[src/rtl/intc_pkg.sv]
package intc_pkg;

    typedef enum logic [0:0] {
        ST_ARMED = 1'b0,
        ST_FIRED = 1'b1
    } arm_state_e;

    localparam int unsigned CLASS_CNT = 2;
    localparam int unsigned CLS_NORM  = 0;
    localparam int unsigned CLS_FAST  = 1;

endpackage

[src/rtl/intc_sync.sv]
module intc_sync #(
    parameter int unsigned WIDTH = 32
) (
    input  logic             clk_i,
    input  logic             rst_ni,
    input  logic [WIDTH-1:0] async_i,
    output logic [WIDTH-1:0] sync_o
);

    logic [WIDTH-1:0] stage1_q;
    logic [WIDTH-1:0] stage2_q;

    always_ff @(posedge clk_i or negedge rst_ni) begin
        if (!rst_ni) begin
            stage1_q <= '0;
            stage2_q <= '0;
        end else begin
            stage1_q <= async_i;
            stage2_q <= stage1_q;
        end
    end

    assign sync_o = stage2_q;

endmodule

[src/rtl/intc_prio_arb.sv]
module intc_prio_arb #(
    parameter int unsigned LINES  = 32,
    parameter int unsigned PRIO_W = 5,
    localparam int unsigned IDX_W = $clog2(LINES)
) (
    input  logic [LINES-1:0]        active_i,
    input  logic [LINES*PRIO_W-1:0] prio_i,
    output logic                    found_o,
    output logic [IDX_W-1:0]        winner_o
);

    // Lower value wins; a later line with an equal value replaces the
    // current choice, so ties go to the higher line number.
    always_comb begin
        logic [PRIO_W-1:0] best;
        best     = '1;
        winner_o = '0;
        found_o  = 1'b0;
        for (int i = 0; i < int'(LINES); i++) begin
            if (active_i[i] && (prio_i[i*PRIO_W +: PRIO_W] <= best)) begin
                best     = prio_i[i*PRIO_W +: PRIO_W];
                winner_o = IDX_W'(i);
                found_o  = 1'b1;
            end
        end
    end

endmodule

[src/rtl/intc_arm_fsm.sv]
module intc_arm_fsm
    import intc_pkg::*;
#(
    parameter int unsigned IDX_W = 5
) (
    input  logic             clk_i,
    input  logic             rst_ni,
    input  logic             found_i,
    input  logic [IDX_W-1:0] winner_i,
    input  logic             rearm_i,
    output logic             req_o,
    output logic [IDX_W-1:0] code_o
);

    arm_state_e       state_q;
    arm_state_e       state_d;
    logic             req_q;
    logic [IDX_W-1:0] code_q;

    always_ff @(posedge clk_i or negedge rst_ni) begin
        if (!rst_ni) state_q <= ST_ARMED;
        else         state_q <= state_d;
    end

    always_comb begin
        state_d = state_q;
        unique case (state_q)
            ST_ARMED: if (found_i) state_d = ST_FIRED;  // capture
            ST_FIRED: if (rearm_i) state_d = ST_ARMED;  // rearm
            default:  state_d = ST_ARMED;
        endcase
    end

    always_ff @(posedge clk_i or negedge rst_ni) begin
        if (!rst_ni) begin
            req_q  <= 1'b0;
            code_q <= '0;
        end else begin
            req_q <= (state_d == ST_FIRED);
            if (state_q == ST_ARMED && state_d == ST_FIRED)
                code_q <= winner_i;
        end
    end

    assign req_o  = req_q;
    assign code_o = code_q;

    a_r8_fired_hold: assert property (@(posedge clk_i) disable iff (!rst_ni)
        (state_q == ST_FIRED && !rearm_i) |=> (req_o && $stable(code_o)));

    a_r8_rearm_drop: assert property (@(posedge clk_i) disable iff (!rst_ni)
        (state_q == ST_FIRED && rearm_i) |=> !req_o);

    a_r6_no_spurious: assert property (@(posedge clk_i) disable iff (!rst_ni)
        (state_q == ST_ARMED && !found_i) |=> !req_o);

endmodule

[src/rtl/intc_bank.sv]
module intc_bank
    import intc_pkg::*;
#(
    parameter int unsigned LINES  = 32,
    parameter int unsigned PRIO_W = 5,
    parameter int unsigned ADDR_W = 8,
    parameter int unsigned DATA_W = 32
) (
    input  logic              clk_i,
    input  logic              rst_ni,
    input  logic [LINES-1:0]  lines_i,
    input  logic              bus_wr_i,
    input  logic              bus_rd_i,
    input  logic [ADDR_W-1:0] bus_addr_i,
    input  logic [DATA_W-1:0] bus_wdata_i,
    output logic [DATA_W-1:0] bus_rdata_o,
    output logic              irq_o,
    output logic              fiq_o
);

    localparam int unsigned IDX_W     = $clog2(LINES);
    localparam int unsigned CFG_W     = PRIO_W + 2;
    localparam int unsigned A_PEND    = 'h00;
    localparam int unsigned A_MASK    = 'h04;
    localparam int unsigned A_CODE_N  = 'h10;
    localparam int unsigned A_CODE_F  = 'h14;
    localparam int unsigned A_CTRL    = 'h18;
    localparam int unsigned A_CFG0    = 'h1C;
    localparam int unsigned A_CFG_END = A_CFG0 + 4 * (LINES - 1);
    localparam int unsigned A_TRIG    = A_CFG_END + 4;

    // ---------------- input synchronisation and edge detect ----------------
    logic [LINES-1:0] sync_w;
    logic [LINES-1:0] prev_q;
    logic [LINES-1:0] rise_w;
    logic [LINES-1:0] fall_w;

    intc_sync #(.WIDTH(LINES)) u_sync (
        .clk_i   (clk_i),
        .rst_ni  (rst_ni),
        .async_i (lines_i),
        .sync_o  (sync_w)
    );

    always_ff @(posedge clk_i or negedge rst_ni) begin
        if (!rst_ni) prev_q <= '0;
        else         prev_q <= sync_w;
    end

    assign rise_w = sync_w & ~prev_q;
    assign fall_w = ~sync_w & prev_q;

    // ---------------- bus decode ----------------
    logic              wr_pend, wr_mask, wr_ctrl, wr_cfg, wr_trig;
    logic              rd_go, rd_code_n, rd_code_f;
    logic              cfg_hit;
    logic [ADDR_W-1:0] cfg_off;
    logic [IDX_W-1:0]  cfg_idx;

    assign cfg_off = bus_addr_i - ADDR_W'(A_CFG0);
    assign cfg_idx = cfg_off[IDX_W+1:2];
    assign cfg_hit = (bus_addr_i >= ADDR_W'(A_CFG0)) && (bus_addr_i <= ADDR_W'(A_CFG_END))
                     && (bus_addr_i[1:0] == 2'b00);

    assign wr_pend   = bus_wr_i && (bus_addr_i == ADDR_W'(A_PEND));
    assign wr_mask   = bus_wr_i && (bus_addr_i == ADDR_W'(A_MASK));
    assign wr_ctrl   = bus_wr_i && (bus_addr_i == ADDR_W'(A_CTRL));
    assign wr_trig   = bus_wr_i && (bus_addr_i == ADDR_W'(A_TRIG));
    assign wr_cfg    = bus_wr_i && cfg_hit;
    assign rd_go     = bus_rd_i && !bus_wr_i;
    assign rd_code_n = rd_go && (bus_addr_i == ADDR_W'(A_CODE_N));
    assign rd_code_f = rd_go && (bus_addr_i == ADDR_W'(A_CODE_F));

    // ---------------- configuration and mask storage ----------------
    logic [LINES*PRIO_W-1:0] prio_q;
    logic [LINES-1:0]        lvl_q;
    logic [LINES-1:0]        steer_q;
    logic [LINES-1:0]        mask_q;

    always_ff @(posedge clk_i or negedge rst_ni) begin
        if (!rst_ni) begin
            prio_q  <= '0;
            lvl_q   <= '0;
            steer_q <= '0;
            mask_q  <= '1;
        end else begin
            if (wr_mask) mask_q <= bus_wdata_i[LINES-1:0];
            if (wr_cfg) begin
                prio_q[cfg_idx*PRIO_W +: PRIO_W] <= bus_wdata_i[PRIO_W+1:2];
                lvl_q[cfg_idx]                   <= bus_wdata_i[1];
                steer_q[cfg_idx]                 <= bus_wdata_i[0];
            end
        end
    end

    // ---------------- class arbitration and state machines ----------------
    logic [LINES-1:0] pend_q;
    logic [LINES-1:0] act_w;
    logic [LINES-1:0] cls_act [CLASS_CNT];
    logic             cls_found [CLASS_CNT];
    logic [IDX_W-1:0] cls_win [CLASS_CNT];
    logic             cls_req [CLASS_CNT];
    logic [IDX_W-1:0] cls_code [CLASS_CNT];

    assign act_w              = pend_q & ~mask_q;
    assign cls_act[CLS_NORM]  = act_w & ~steer_q;
    assign cls_act[CLS_FAST]  = act_w & steer_q;

    for (genvar c = 0; c < int'(CLASS_CNT); c++) begin : g_cls
        intc_prio_arb #(.LINES(LINES), .PRIO_W(PRIO_W)) u_arb (
            .active_i (cls_act[c]),
            .prio_i   (prio_q),
            .found_o  (cls_found[c]),
            .winner_o (cls_win[c])
        );

        intc_arm_fsm #(.IDX_W(IDX_W)) u_fsm (
            .clk_i    (clk_i),
            .rst_ni   (rst_ni),
            .found_i  (cls_found[c]),
            .winner_i (cls_win[c]),
            .rearm_i  (wr_ctrl && bus_wdata_i[c]),
            .req_o    (cls_req[c]),
            .code_o   (cls_code[c])
        );
    end

    assign irq_o = cls_req[CLS_NORM];
    assign fiq_o = cls_req[CLS_FAST];

    // ---------------- pending register ----------------
    logic [LINES-1:0] keep_w;
    logic [LINES-1:0] ack_clr_w;
    logic [LINES-1:0] trig_hot_w;
    logic [LINES-1:0] trig_set_w;
    logic [LINES-1:0] set_w;
    logic [LINES-1:0] pend_d;

    always_comb begin
        keep_w = wr_pend ? (bus_wdata_i[LINES-1:0] | (sync_w & lvl_q)) : '1;
        ack_clr_w = '0;
        if (rd_code_n && !lvl_q[cls_code[CLS_NORM]]) ack_clr_w[cls_code[CLS_NORM]] = 1'b1;
        if (rd_code_f && !lvl_q[cls_code[CLS_FAST]]) ack_clr_w[cls_code[CLS_FAST]] = 1'b1;
        trig_hot_w = wr_trig ? (bus_wdata_i[LINES-1:0] & (~bus_wdata_i[LINES-1:0] + 1'b1)) : '0;
        trig_set_w = trig_hot_w & (lvl_q | ~sync_w);
        set_w      = (rise_w & ~lvl_q) | (sync_w & lvl_q) | trig_set_w;
        pend_d     = (pend_q & keep_w & ~ack_clr_w & ~(fall_w & lvl_q)) | set_w;
    end

    always_ff @(posedge clk_i or negedge rst_ni) begin
        if (!rst_ni) pend_q <= '0;
        else         pend_q <= pend_d;
    end

    // ---------------- read path ----------------
    logic [DATA_W-1:0] rd_d;
    logic [DATA_W-1:0] rdata_q;

    always_comb begin
        rd_d = '0;
        if (bus_addr_i == ADDR_W'(A_PEND))        rd_d = DATA_W'(pend_q);
        else if (bus_addr_i == ADDR_W'(A_MASK))   rd_d = DATA_W'(mask_q);
        else if (bus_addr_i == ADDR_W'(A_CODE_N)) rd_d = DATA_W'(cls_code[CLS_NORM]);
        else if (bus_addr_i == ADDR_W'(A_CODE_F)) rd_d = DATA_W'(cls_code[CLS_FAST]);
        else if (cfg_hit)
            rd_d = DATA_W'({prio_q[cfg_idx*PRIO_W +: PRIO_W], lvl_q[cfg_idx], steer_q[cfg_idx]});
    end

    always_ff @(posedge clk_i or negedge rst_ni) begin
        if (!rst_ni)    rdata_q <= '0;
        else if (rd_go) rdata_q <= rd_d;
    end

    assign bus_rdata_o = rdata_q;

    // ---------------- assertions ----------------
    for (genvar i = 0; i < int'(LINES); i++) begin : g_chk
        a_r4_level_sets: assert property (@(posedge clk_i) disable iff (!rst_ni)
            (lvl_q[i] && sync_w[i]) |=> pend_q[i]);

        a_r3_edge_holds: assert property (@(posedge clk_i) disable iff (!rst_ni)
            (pend_q[i] && !lvl_q[i] && !bus_wr_i && !bus_rd_i) |=> pend_q[i]);
    end

    a_r7_ack_clears: assert property (@(posedge clk_i) disable iff (!rst_ni)
        (rd_code_n && !lvl_q[cls_code[CLS_NORM]] && !set_w[cls_code[CLS_NORM]])
        |=> !pend_q[$past(cls_code[CLS_NORM])]);

    a_r9_single_line: assert property (@(posedge clk_i) disable iff (!rst_ni)
        $onehot0(trig_set_w));

endmodule

[config.mk]
export PLATFORM = sky130hd
export DESIGN_NAME = intc_bank
export DESIGN_NICKNAME = d
export VERILOG_FILES = /design/src/rtl/intc_pkg.sv /design/src/rtl/intc_sync.sv /design/src/rtl/intc_prio_arb.sv /design/src/rtl/intc_arm_fsm.sv /design/src/rtl/intc_bank.sv
export SDC_FILE = /design/constraint.sdc
export NUM_CORES = 2
export LEC_CHECK = 0
export ABC_AREA = 1
export BUFFER_PORTS_ARGS = -buffer_cell sky130_fd_sc_hd__clkbuf_2
export CAP_MARGIN = 0
export CORE_ASPECT_RATIO = 1.75
export CORE_MARGIN = 3
export CORE_UTILIZATION = 59
export DETAILED_ROUTE_END_ITERATION = 10
export PLACE_DENSITY = 0.76
export SYNTH_ARGS = -nofsm -noshare
export SYNTH_HDL_FRONTEND = slang
export SYNTH_SLANG_ARGS = --single-unit
[constraint.sdc]
create_clock -name clk_i -period 46.1 [get_ports clk_i]
set_input_delay 4.61 -clock clk_i [delete_from_list [all_inputs] [get_ports clk_i]]
set_output_delay 4.61 -clock clk_i [all_outputs]
set_load 0.03 [all_outputs]
==> results by group <==
Outcome
  – Status: completed

Floorplan
  – Core area: 57330 um^2
  – Die area: 61220 um^2
  – Die height: 325.1 um
  – Rows: 116
  – Initial Util: 59.87%
  – IO Pins: 110
  – Die X: 188.3 um

Clock network
  – Root buffer cell: clkbuf_16
  – Max Buffers Root-to-Sink: 3
  – Worst-path clk slew: 0.07 ns
  – Clock sinks: 428
  – # H-tree levels: 2
  – Worst-Skew Late Latency: 0.59 ns
  – CTS tree: built
  – Num CTS Buffers: 42

Placed design
  – Placed cells: 5657
  – PortBufs: 109
  – Post-detail-place hpwl: 111.2 mm
  – Gpl congestion: 1.104
  – Cell Area, Placed: 34930 um^2

Critical path
  – Critical path launch point: mask_q[0]
  – WP data required: 46.58 ns
  – CP max stage cell: dfstp_2
  – Crit Reg-Reg Endpoint: g_cls[1].u_fsm.code_o[1]
  – Crit-path max FO: 16
  – CP endpoint: g_cls[1].u_fsm.code_o[1]
  – Kind of critical path: reg -> reg
  – CP arrival: 42.45 ns
  – Cell mode on critical path: nand2_1
  – Reg-to-reg startpoint: mask_q[0]
  – R2r setup slk: 4.13 ns
  – Max incr delay on CP: 0.58 ns
  – CP Capture Type: flip-flop
  – Crit start category: flip-flop
  – Worst Reg-to-Reg Cells: 333

Synth
  – Ys async rst share: 100.0%
  – Commonest register cell after synthesis: dfrtp_1
  – Yosys top cell by area: dfrtp_1
  – Top cell type's share of synthesized area: 28.87%
  – Top post-synthesis cells by area: dfrtp_1, nand2_1, ha_1
  – Post-synthesis sequential area ratio: 31.32%
  – Syn nets: 5241
  – #FFs+latches synth: 428
  – Cells after Synth: 4907
  – Synthesized cell area: 34320 um^2
  – Yosys warns: 0
  – Mapped Avg Cell Area: 6.995 um^2
  – Distinct cells, synth: 63
  – EDFF count, synth: 0

STA
  – Setup Skew: 0.02344 ns
  – Final Max Slew Viols: 0
  – Crit path time final: 41.97 ns
  – Final setup viols: 0
  – Max Fclk: 23.83 MHz
  – Final Hold Fails: 0
  – Relative slew slack: 13.47%
  – Fin crit share: 91.03%
  – Worst-Margin Slew: 1.286 ns

Routing
  – Router iterations before antenna repair: 9
  – DRT antenna net count: 0
  – Via/cell ratio: 6.337
  – Total vias in the final route: 36390
  – Starting DRT DRC Count: 4152
  – Wirelength per Cell: 24.87 um
  – Post-route DRC: 0
  – WL final: 142.8 mm

Final layout
  – Design area: 36550 um^2
  – Share of cells above drive strength 1: 11.22%
  – Layout Cells excl Fill: 5743
  – Area Overhead vs Synth: 6.478%
  – Final Util: 63.75%
  – Final #Nets: 5272

Global routing
  – First-pass GRT wire length: 210.5 mm
  – Largest net degree at the start of global routing: 96
  – Initial antenna violation count: 4
  – GRT Residual Overflow: 0
  – Total track usage: 45.36%
  – Vias in the first global route: 34980

Worst hold path
  – HP Start: u_sync.stage1_q[8]
  – Min-delay worst type: reg -> reg

Job
  – Max-Cap Viols: 0
## kinds of logic (layout without fill, tap and decap cells)
kind of cell,Yosys count,in the layout,share of synthesized area (%)
simple gates,2276,2276,29.96
compound gates,1089,1089,18.15
buf+inv,853,918,11.09
flops,428,428,31.32
fa+ha+maj,258,258,9.405
xor+xnor,2,2,0.05104
mux,1,1,0.03280
other cells,0,4,0
## cell usage after synthesis (all sizes together) (10+ instances only)
master / count
a21oi: 219
a221oi: 22
a22oi: 39
a31oi: 11
and3: 22
buf: 61
clkbuf: 100
dfrtp: 396
dfstp: 32
ha: 258
inv: 678
nand2: 1319
nand3: 399
nand4: 162
nor2: 282
nor3: 65
nor4: 11
o2111ai: 29
o211ai: 24
o21ai: 610
o221ai: 15
o22ai: 34
o311ai: 10
o31ai: 20
o41ai: 11
or2: 11
## final cells by class
cell class	count	area, um^2
Clock buffer	49	1107
Timing Repair Buffer	154	895.9
Clock inverter	29	326.6
Inverter	686	2575
Antenna cell	4	10.01
Multi-Input combinational cell	3626	19920
Tap cell	767	959.7
Sequential cell	428	10750
Fill cell	5415	20780
## through the flow
stage	setup TNS, ns	hold WS (ns)	setup WS (ns)
3_3_place_gp	0	0.3324	2.081
3_5_place_dp	0	0.3347	2.104
6_report	0	0.3466	4.134
4_1_cts	0	0.3479	1.946
2_1_floorplan	0	0.3312	7.930
5_1_grt	-0.1809	0.3538	-0.05320
## how the worst min path moves through the flow
| stage | to | cells past startpoint |
|---|---|---|
| after detailed placement | u_sync.sync_o[2] | 0 |
| after CTS | u_sync.sync_o[8] | 0 |
| final | u_sync.sync_o[8] | 0 |
| after global placement | u_sync.sync_o[5] | 0 |
| after global routing | u_sync.sync_o[8] | 0 |
| after floorplan | u_sync.sync_o[0] | 0 |
## worst max-delay path: cells and delay by family (launching register included)
kind | cells | cell delay (ns)
and+or+nand+nor | 179 | 17.13
adders and majority gates | 31 | 9.18
AOI/OAI and AO/OA | 60 | 11.09
buffers and inverters | 63 | 3.77
DFF | 1 | 0.58
## flip-flops by register name, summed over array words and instances (netlist names)
signal and cells:
u_sync.stage1_q 32, g_cls.u_fsm.state_q 2, lvl_q 32, u_sync.sync_o 32, pend_q 32, bus_rdata_o 32, steer_q 32, prio_q 160
prev_q 32, mask_q 32, g_cls.u_fsm.code_o 10
## metal layers
metal  vias up  wire [um]  track usage, %
met5         -          0               0
met4         0      17590           43.64
met3       775      12370           9.229
met2      2141      66380           75.39
met1     16840      46470           47.06
li1      16640          -               -
## placed cells by master (no fill, tap or decap), types with 13 or more instances in the layout
cell	synthesis	layout
nand2_4	8	13
a221oi_1	22	22
and3_1	21	21
dfrtp_1	396	395
nor2_1	280	276
o2111ai_1	29	29
buf_4	17	46
nand2_2	199	195
o21ai_2	8	37
nand3_1	388	388
o22ai_1	34	34
a22oi_1	39	39
clkbuf_16	0	42
clkbuf_2	0	107
o21ai_1	4	59
inv_2	12	17
o211ai_1	24	24
ha_1	258	258
o221ai_1	15	15
dfstp_2	32	32
nand4_1	162	162
o21ai_0	598	514
nor3_1	65	65
nand2_1	1112	1111
inv_1	666	663
a21oi_1	219	217
o31ai_1	20	20
## timing repair
action	in CTS	in global routing
endpoints found under the setup margin	0	12
setup buffers	0	4
hold buffers	0	0
resized for setup	0	125
Power is left out: the tool's default activity adds up to more than one toggle a clock period on the data nets, which glitch-free logic cannot reach.
